File: src/rtl/mdio_pkg.sv
package mdio_pkg;
  localparam int FRAME_LEN = 64;
  localparam int IDX_W     = $clog2(FRAME_LEN);
  localparam int PRE_LEN   = 32;
  localparam int RELEASE_IDX = 47;
  localparam int DATA_IDX    = 48;

  typedef enum logic [1:0] {
    OP_WRITE = 2'b01,
    OP_READ  = 2'b10
  } mdio_op_e;

  typedef struct packed {
    logic       is_wr;
    logic [4:0] phy;
    logic [4:0] regn;
  } mdio_cmd_t;
endpackage

File: src/rtl/mdio_clkgen.sv
module mdio_clkgen #(
  parameter int DIV_HALF = 4
) (
  input  logic clk,
  input  logic rst,
  input  logic en,
  output logic mdc,
  output logic rise_evt,
  output logic fall_evt
);
  localparam int CW = (DIV_HALF > 1) ? $clog2(DIV_HALF) : 1;
  localparam logic [CW-1:0] LAST = CW'(DIV_HALF - 1);

  logic [CW-1:0] cnt;
  logic          wrap;

  assign wrap     = en && (cnt == LAST);
  assign rise_evt = wrap && !mdc;
  assign fall_evt = wrap && mdc;

  always_ff @(posedge clk) begin
    if (rst || !en) begin
      cnt <= '0;
      mdc <= 1'b0;
    end else if (wrap) begin
      cnt <= '0;
      mdc <= ~mdc;
    end else begin
      cnt <= cnt + 1'b1;
    end
  end
endmodule

File: src/rtl/mdio_frame.sv
module mdio_frame
  import mdio_pkg::*;
(
  input  logic             clk,
  input  logic             rst,
  input  logic             start,
  input  mdio_cmd_t        cmd,
  input  logic [15:0]      wdata,
  input  logic             rise_evt,
  input  logic             fall_evt,
  input  logic             mdio_i,
  output logic             mdio_o,
  output logic             mdio_oe,
  output logic             done,
  output logic [15:0]      rd_data,
  output logic [IDX_W-1:0] bit_idx
);
  localparam logic [IDX_W-1:0] LAST_IDX = IDX_W'(FRAME_LEN - 1);
  localparam logic [IDX_W-1:0] REL_IDX  = IDX_W'(RELEASE_IDX);
  localparam logic [IDX_W-1:0] DAT_IDX  = IDX_W'(DATA_IDX);

  logic [FRAME_LEN-1:0] sreg;
  logic                 active;
  logic                 is_wr;
  logic [FRAME_LEN-1:0] frame_word;
  mdio_op_e             op;

  assign op = cmd.is_wr ? OP_WRITE : OP_READ;
  assign frame_word = {{PRE_LEN{1'b1}}, 2'b01, op, cmd.phy, cmd.regn,
                       (cmd.is_wr ? 2'b10 : 2'b11),
                       (cmd.is_wr ? wdata : 16'hFFFF)};

  assign mdio_o = sreg[FRAME_LEN-1];
  assign done   = active && fall_evt && (bit_idx == LAST_IDX);

  always_ff @(posedge clk) begin
    if (rst) begin
      sreg    <= '1;
      active  <= 1'b0;
      is_wr   <= 1'b0;
      mdio_oe <= 1'b0;
      bit_idx <= '0;
      rd_data <= '0;
    end else if (start) begin
      sreg    <= frame_word;
      active  <= 1'b1;
      is_wr   <= cmd.is_wr;
      mdio_oe <= 1'b1;
      bit_idx <= '0;
    end else if (active) begin
      if (rise_evt && !is_wr && (bit_idx >= DAT_IDX))
        rd_data <= {rd_data[14:0], mdio_i};
      if (fall_evt) begin
        if (bit_idx == LAST_IDX) begin
          active  <= 1'b0;
          mdio_oe <= 1'b0;
        end else begin
          bit_idx <= bit_idx + 1'b1;
          sreg    <= {sreg[FRAME_LEN-2:0], 1'b1};
          if (!is_wr && (bit_idx + 1'b1 == REL_IDX))
            mdio_oe <= 1'b0;
        end
      end
    end
  end
endmodule

File: src/rtl/mdio_mgmt_master.sv
module mdio_mgmt_master
  import mdio_pkg::*;
#(
  parameter int DIV_HALF = 4,
  parameter int ADDR_W   = 2
) (
  input  logic              clk,
  input  logic              rst,
  input  logic              bus_we,
  input  logic              bus_re,
  input  logic [ADDR_W-1:0] bus_addr,
  input  logic [31:0]       bus_wdata,
  output logic [31:0]       bus_rdata,
  output logic              mdc,
  output logic              mdio_o,
  output logic              mdio_oe,
  input  logic              mdio_i
);
  localparam logic [ADDR_W-1:0] A_CMD  = ADDR_W'(0);
  localparam logic [ADDR_W-1:0] A_DATA = ADDR_W'(1);

  logic             busy_q;
  mdio_cmd_t        cmd_q;
  mdio_cmd_t        cmd_in;
  logic [15:0]      data_q;
  logic             accept;
  logic             rise_evt, fall_evt, done;
  logic [15:0]      rd_data;
  logic [IDX_W-1:0] bit_idx;
  logic [31:0]      cmd_word;
  logic             unused_bits;

  assign cmd_in.is_wr = bus_wdata[1];
  assign cmd_in.regn  = bus_wdata[8:4];
  assign cmd_in.phy   = bus_wdata[16:12];
  assign accept = bus_we && (bus_addr == A_CMD) && !busy_q && bus_wdata[0];
  assign unused_bits = ^{bus_wdata[31:17], bus_wdata[11:9], bus_wdata[3:2]};

  assign cmd_word = {15'd0, cmd_q.phy, 3'd0, cmd_q.regn, 2'd0, cmd_q.is_wr, busy_q};

  always_ff @(posedge clk) begin
    if (rst) begin
      busy_q <= 1'b0;
      cmd_q  <= '0;
      data_q <= '0;
    end else begin
      if (bus_we && (bus_addr == A_CMD) && !busy_q) begin
        cmd_q <= cmd_in;
        if (bus_wdata[0]) busy_q <= 1'b1;
      end
      if (bus_we && (bus_addr == A_DATA))
        data_q <= bus_wdata[15:0];
      if (done) begin
        busy_q <= 1'b0;
        if (!cmd_q.is_wr) data_q <= rd_data;
      end
    end
  end

  always_ff @(posedge clk) begin
    if (rst) begin
      bus_rdata <= '0;
    end else if (bus_re) begin
      if (bus_addr == A_CMD)       bus_rdata <= cmd_word;
      else if (bus_addr == A_DATA) bus_rdata <= {16'd0, data_q};
      else                         bus_rdata <= '0;
    end
  end

  mdio_clkgen #(.DIV_HALF(DIV_HALF)) u_clk (
    .clk      (clk),
    .rst      (rst),
    .en       (busy_q),
    .mdc      (mdc),
    .rise_evt (rise_evt),
    .fall_evt (fall_evt)
  );

  mdio_frame u_frame (
    .clk      (clk),
    .rst      (rst),
    .start    (accept),
    .cmd      (cmd_in),
    .wdata    (data_q),
    .rise_evt (rise_evt),
    .fall_evt (fall_evt),
    .mdio_i   (mdio_i),
    .mdio_o   (mdio_o),
    .mdio_oe  (mdio_oe),
    .done     (done),
    .rd_data  (rd_data),
    .bit_idx  (bit_idx)
  );
endmodule

File: config.mk
export PLATFORM = sky130hd
export DESIGN_NAME = mdio_mgmt_master
export DESIGN_NICKNAME = d
export VERILOG_FILES = /design/src/rtl/mdio_pkg.sv /design/src/rtl/mdio_clkgen.sv /design/src/rtl/mdio_frame.sv /design/src/rtl/mdio_mgmt_master.sv
export SDC_FILE = /design/constraint.sdc
export NUM_CORES = 1
export LEC_CHECK = 0
export CAP_MARGIN = 25
export CORE_AREA = 10 10 136 138
export DETAILED_ROUTE_END_ITERATION = 7
export DIE_AREA = 0 0 146 148
export PLACE_DENSITY = 0.53
export SLEW_MARGIN = 20
export SYNTH_ARGS = -nofsm -noshare
export SYNTH_HDL_FRONTEND = slang
export SYNTH_SLANG_ARGS = --single-unit
File: constraint.sdc
create_clock -name clk -period 5.3 [get_ports clk]
set_input_delay 1.06 -clock clk [delete_from_list [all_inputs] [get_ports clk]]
set_output_delay 1.06 -clock clk [all_outputs]
set_load 0.02 [all_outputs]
==> metrics.md, run 1 <==
| Metric | Value |
|---|---|
| Finished Layout Cells | 911 |
| Slew margin rel. | 40.60% |
| Area after DPL | 6120 µm² |
| Fill count | 1,541 |
| Worst-Skew Late Latency | 0.42 ns |
| GR Util All Layers | 12.53% |
| Die height | 148 µm |
| Die Wd | 146 µm |
| Die area | 21,610 µm² |
| Final Cycle Share | 64.23% |
| Setup WS pre-CTS | 1.492 ns |
| Setup TNS | 0 ns |
| Mean Syn Cell Area | 8.499 µm² |
| Post-synth EDFFs | 0 |
| Most common cell after layout, fill and taps aside | nand2_1 |
| Synthesized area | 5618 µm² |
| Main flop type after synthesis | dfxtp_1 |
| Global placement routability congestion | 0.7872 |
| Largest net degree at the start of global routing | 85 |
| Setup crit end kind | register |
| Clk sink count | 137 |
| Max cap viols | 0 |
| Layout cell share with drive strength beyond 1 | 9.065% |
| IO Pins | 74 |
| Area leader, netlist | dfxtp_1 |
| Initial Utilization | 35.75% |
| CP startpoint kind | input pin |
| Antenna-violating nets left | 0 |
| Most frequent cells in the layout | nand2_1 (143), dfxtp_1 (137), nand3_1 (61), a21oi_1 (51), clkdlybuf4s50_1 (42) |
| Pre-antenna DRT Iters | 5 |
| Slowest Stage Delay on Critical Path | 0.79 ns |
| Fin area | 6715 µm² |
| Post-Place Cells | 879 |
| Final Max Slew Viols | 0 |
| Congestion Overflow GR | 0 |
| Ys async rst share | 0% |
| Post-route setup slack | 1.896 ns |
| Outcome | finished clean |
| Power Total | 2340 µW |
| # Post-CTS Setup Buffers | 0 |
| Hold Crit Class | reg2reg |
| Number of gates resized after CTS | 0 |
| First-pass GRT wire length | 22,180 µm |
| NumNets Final | 724 |
| CTS clock-pin slew for the worst setup and hold paths | 0.06 ns |
| Seq. cell area | 2743 µm² |
| Clock Tree Root | clkbuf_16 |
| Cells along the critical path | clkdlybuf4s50_1 -> nor4b_4 -> and2_1 -> buf_4 -> nor2_2 -> buf_8 -> a221o_1 |
| Vias | 4,580 |
| Mapped Cells | 661 |
| Vias in the first global route | 4,308 |
| Hold Vio Cnt, Final | 0 |
| DRC violation count after routing | 0 |
| Multi-input gate area | 2526 µm² |
| Max IR drop VDD | 0.2253 mV |
| IO Port Bufs | 43 |
| Hold path depth | 1 |
| Final setup fails | 0 |
| Routed WL per cell | 14.77 µm |
| Dpl hpwl | 8923 µm |
| Area Overhead vs Synth | 19.53% |
| Crit path kind | in2reg |
| Fmax | 293.7 MHz |
| P_leak | 0.002507 µW |
| Worst Max-Slew Pin Slew | 0.8911 ns |
| Initial antenna violation count | 0 |
| Syn. warnings | 0 |
| Hold_buf cts | 0 |
| Iter 0 DRT Violations | 308 |
| CP required | 5.60 ns |
| Sequential fraction of the synthesis area | 48.82% |
| Dominant cells by area after synthesis | dfxtp_1 (49%), nand2_1 (9.6%), nand3_1 (5.4%), a221o_1 (5.2%), a21oi_1 (4.6%) |
| Register bit total from synthesis | 137 |
| Total wire length | 13,460 µm |
| N_diodes | 0 |
| CTS tree | done |
| Critical path arrival | 3.70 ns |
| Vias/cell | 5.027 |
| Clock Tree Buf Depth | 2 |
| Min cycle time layout | 3.404 ns |
| H-tree depth | 4 |
| Core footprint | 15,710 µm² |
| Post-synthesis cell type count | 46 |
| Synth top area share | 48.82% |
| RSZ-0062 raised after global routing | no |
| Slowest CP cell | clkdlybuf4s50_1 |
| Pwr Density | 348.5 nW/µm² |
| CP Max Fanout | 19 |
| R2R depth | 7 |
| Std cell rows | 46 |
| Max Clock Skew | 0.007740 ns |
| TritonCTS Buffers | 17 |
critical path, delay by kind of cell:
family	cells	cell delay [ns]
and+or+nand+nor	3	1.07
AOI/OAI and AO/OA	1	0.30
buffers and inverters	3	1.25
layout make-up:
class | count | share of cell area, %
clock buffer | 18 | 6.540
inverter | 19 | 1.062
sequential | 137 | 40.84
clock inverter | 14 | 2.236
tap | 216 | 4.025
timing repair buffer | 54 | 7.677
multi-input combinational | 453 | 37.62
path summary, 6_finish.rpt:
| check | from | endpoint | slack [ns] |
|---|---|---|---|
| worst max-delay path | bus_addr[0] | u_frame.sreg[13]$_SDFFE_PP1P_ | 1.90 |
| worst min-delay path | u_clk.cnt[0]$_SDFF_PP0_ | u_clk.cnt[0]$_SDFF_PP0_ | 0.43 |
| worst max register to register | u_clk.cnt[0]$_SDFF_PP0_ | u_frame.sreg[13]$_SDFFE_PP1P_ | 2.65 |
| worst min register to register | u_clk.cnt[0]$_SDFF_PP0_ | u_clk.cnt[0]$_SDFF_PP0_ | 0.43 |
flip-flops by register name, summed over array words and instances (netlist names), 2 cells and up:
name	cells
u_frame.sreg	64
u_frame.bit_idx	6
cmd_q	11
bus_rdata	17
u_clk.cnt	2
u_frame.rd_data	16
data_q	16
cells by family (layout without fill, tap and decap cells):
kind of cell | count (synthesis) | count (layout) | share of synthesized area [%]
buffers and inverters | 85 | 105 | 7.595
muxes | 11 | 11 | 2.205
AOI/OAI and AO/OA | 137 | 137 | 17.04
DFF | 137 | 137 | 48.82
other | 1 | 15 | 0.06675
adders and majority gates | 3 | 3 | 0.6682
xor gates and xnor gates | 4 | 4 | 0.6235
and+or+nand+nor | 283 | 283 | 22.98
synthesized netlist by cell type (all sizes together), types with 2 or more instances:
master / number
nor3: 3
nor3b: 2
inv: 19
xnor2: 4
and3: 3
and2: 2
a21oi: 53
a221o: 29
a21o: 12
nand4: 2
mux2: 11
nand2: 143
buf: 36
clkbuf: 30
o21ai: 19
nor2b: 13
nor2: 35
dfxtp: 137
nand2b: 8
a311oi: 17
nor4b: 3
ha: 3
nand3: 61
nor4: 2
metrics by stage:
stage / hold WS, ns / util, %
2_1_floorplan: 0.4069 / -
3_3_place_gp: 0.4132 / 38.85
3_5_place_dp: 0.4263 / 38.95
4_1_cts: 0.4349 / 42.70
5_1_grt: 0.4496 / 42.74
6_report: 0.4335 / 42.74
power by group:
part	total, µW	switching [µW]	internal, µW
Sequential	1060	12.2	1050
Combinational	119	73.0	46.3
Clock	1160	456	705
layer usage:
| layer | global-route usage [%] | vias to the layer above | wire [µm] | part of all wire (%) |
|---|---|---|---|---|
| li1 | - | 2303 | - | - |
| met3 | 3.724 | 19 | 522 | 3.9 |
| met4 | 4.655 | 0 | 221 | 1.6 |
| met5 | 0 | - | 0 | 0 |
| met2 | 19.52 | 88 | 6211 | 46 |
| met1 | 16.07 | 2170 | 6505 | 48 |
No activity file was read; power rests on OpenSTA's default activity.
==> inputs of run 2 (changes only) <==
- PLACE_DENSITY: 0.53 -> 0.55
- clock period: 5.3 -> 2.9 ns (I/O delays scaled with it)
==> run 2 against run 1 <==
  * Global-route usage is 0.50 points higher
  * First-iteration DRC count is 23% higher
  * Final area up 0.71%
  * Cell count increased by 0.66%
  * Die area stayed put
  * Core utilization grew 0.30 points
  * Worst setup slack lost 1.2 ns
  * Total power up 83%
  * Combinational power is 91% higher
  * Sequential cell count is the same
  * Sequential share of layout area is 0.29 points lower
  * Wire length grew 2.5%
==> metrics.md, run 2 (synthesis gave the netlist of run 1 again) <==
| Metric | Value |
|---|---|
| Outcome | finished clean |
| CP bufs+invs | 2 (-1) |
| R2R depth | 7 (unchanged) |
| Crit path kind | reg2reg |
| CTS tree | done |
| # Post-CTS Setup Buffers | 0 (unchanged) |
| Most common cell after layout, fill and taps aside | nand2_1 |
| Total wire length | 13,790 µm (+2.5%) |
| NumNets Final | 730 (+0.83%) |
| Slowest CP cell | buf_4 |
| Vias in the first global route | 4,532 (+5.2%) |
| Most used cell, CP | buf_4 |
| Final setup fails | 0 (unchanged) |
| Setup crit end kind | register |
| Number of flip-flops in the largest register | 64 (unchanged) |
| Initial antenna violation count | 0 (unchanged) |
| Core footprint | 15,710 µm² (unchanged) |
| Max cap viols | 0 (unchanged) |
| Clock Tree Buf Depth | 2 (unchanged) |
| Setup TNS | 0 ns (unchanged) |
| Largest net degree at the start of global routing | 65 (-24%) |
| DRC violation count after routing | 0 (unchanged) |
| Slowest Stage Delay on Critical Path | 0.42 ns (-0.37 ns) |
| Final Cycle Share | 75.32% |
| Routed met1 length | 6425 µm (-1.2%) |
| Clock Tree Root | clkbuf_16 |
| TritonCTS Buffers | 17 (unchanged) |
| Antenna-violating nets left | 0 (unchanged) |
| Dpl hpwl | 9223 µm (+3.4%) |
| P_leak | 0.002557 µW (+2.0%) |
| Met3 WL | 587 µm (+12%) |
| Fin util | 43.04% (+0.30 points) |
| Min cycle time layout | 2.184 ns |
| N_diodes | 0 (unchanged) |
| Final Max Slew Viols | 0 (unchanged) |
| Std cell rows | 46 (unchanged) |
| CP Max Fanout | 42 (+23) |
| H-tree depth | 4 (unchanged) |
| IO Port Bufs | 43 (unchanged) |
| CTS clock-pin slew for the worst setup and hold paths | 0.06 ns (about the same) |
| Hold_buf cts | 0 (unchanged) |
| Number of gates resized after CTS | 0 (unchanged) |
| Iter 0 DRT Violations | 379 (+23%) |
| Pwr Density | 632.0 nW/µm² (+81%) |
| Cell family with most CP delay | buffers and inverters |
| Vias | 4,592 (+0.26%) |
| Fin area | 6763 µm² (+0.71%) |
| Most frequent cells in the layout | nand2_1 (143), dfxtp_1 (137), nand3_1 (61), a21oi_1 (51), clkdlybuf4s50_1 (42) |
| Hold Vio Cnt, Final | 0 (unchanged) |
| Area Overhead vs Synth | 20.38% |
| Die Wd | 146 µm (unchanged) |
| Cells along the critical path | ha_1 -> nand4_1 -> a21oi_4 -> buf_4 -> buf_4 -> nand2_1 -> nand3_1 |
| Global placement routability congestion | 0.7959 (+1.1%) |
| Post-route setup slack | 0.7158 ns (-1.180 ns) |
| Hold path depth | 1 (unchanged) |
| Die area | 21,610 µm² (unchanged) |
| Hold Crit Class | reg2reg |
| GR Util All Layers | 13.03% (+0.50 points) |
| Max Clock Skew | 0.01026 ns (+0.002516 ns) |
| Top layer reached by signal wires | met4 |
| Worst Max-Slew Pin Slew | 0.7279 ns (-0.1632 ns) |
| Vias/cell | 5.008 (-0.39%) |
| RSZ-0062 raised after global routing | no |
| CP required | 3.25 ns (-2.35 ns) |
| Initial Utilization | 35.75% (unchanged) |
| Critical path arrival | 2.54 ns (-1.16 ns) |
| Clk sink count | 137 (unchanged) |
| IO Pins | 74 (unchanged) |
| CP startpoint kind | register |
| Die height | 148 µm (unchanged) |
| First-pass GRT wire length | 23,180 µm (+4.5%) |
| Layout cell share with drive strength beyond 1 | 9.415% (+0.35 points) |
| Largest Register | u_frame.sreg |
| Routed WL per cell | 15.04 µm (+1.8%) |
| Met2 routed WL | 6535 µm (+5.2%) |
| Worst-Skew Late Latency | 0.42 ns (about the same) |
| Top flop regs | u_frame.sreg x64, bus_rdata x17 |
| Area after DPL | 6173 µm² (+0.88%) |
| Max IR drop VDD | 0.3993 mV (+77%) |
| CP Depth | 7 (unchanged) |
| Pre-antenna DRT Iters | 5 (unchanged) |
| Setup WS pre-CTS | 0.3085 ns (-1.183 ns) |
| Fmax | 457.8 MHz |
| Congestion Overflow GR | 0 (unchanged) |
| Slew margin rel. | 51.42% (+11 points) |
==> run 2: cell types whose count changed in the layout (fill, tap and decap cells not counted), sizes merged <==
cell and change:
clkbuf +8, buf +6, bufinv -1, inv -1
clkinvlp -4, clkinv -2
==> run 2: layer usage <==
layer / GRT usage [%] / vias to the layer above
li1: - / 2309
met1: 15.98 / 2170
met2: 21.16 / 97
met3: 3.236 / 16
met4: 5.906 / 0
met5: 0 / -
==> run 2: where the power goes <==
part	total, µW	switching (µW)	internal [µW]
Clock	2110	776	1340
Combinational	227	137	90.0
Sequential	1940	21.8	1910
==> run 2: final timing paths <==
kind	start	end	slack, ns
setup / recovery	u_clk.cnt[0]$_SDFF_PP0_	u_frame.sreg[36]$_SDFFE_PP1P_	0.72
hold / removal	u_clk.cnt[0]$_SDFF_PP0_	u_clk.cnt[0]$_SDFF_PP0_	0.44
setup reg to reg	u_clk.cnt[0]$_SDFF_PP0_	u_frame.sreg[36]$_SDFFE_PP1P_	0.72
hold reg to reg	u_clk.cnt[0]$_SDFF_PP0_	u_clk.cnt[0]$_SDFF_PP0_	0.44
==> run 2: metrics by stage <==
step	total power, µW	hold WS, ns	cells
after floorplan	2122	0.4069	675
after global placement	2198	0.4130	884
after detailed placement	2203	0.4379	885
after CTS	4316	0.4461	917
after global routing	4437	0.4564	917
final	4274	0.4381	917
==> run 2: area by class of cell <==
type / instances / area, µm²
tap: 216 / 270.3
inverter: 19 / 71.32
multi-input combinational: 453 / 2520
timing repair buffer: 60 / 569.3
sequential: 137 / 2743
clock inverter: 6 / 60.06
clock buffer: 26 / 529.3
fill: 1552 / 8950
==> run 2: worst register-to-register path: stages, from the launching register on <==
cell	delay [ns]
dfxtp_1	0.34
ha_1	0.32
nand4_1	0.28
a21oi_4	0.22
buf_4	0.42
buf_4	0.36
nand2_1	0.10
nand3_1	0.09
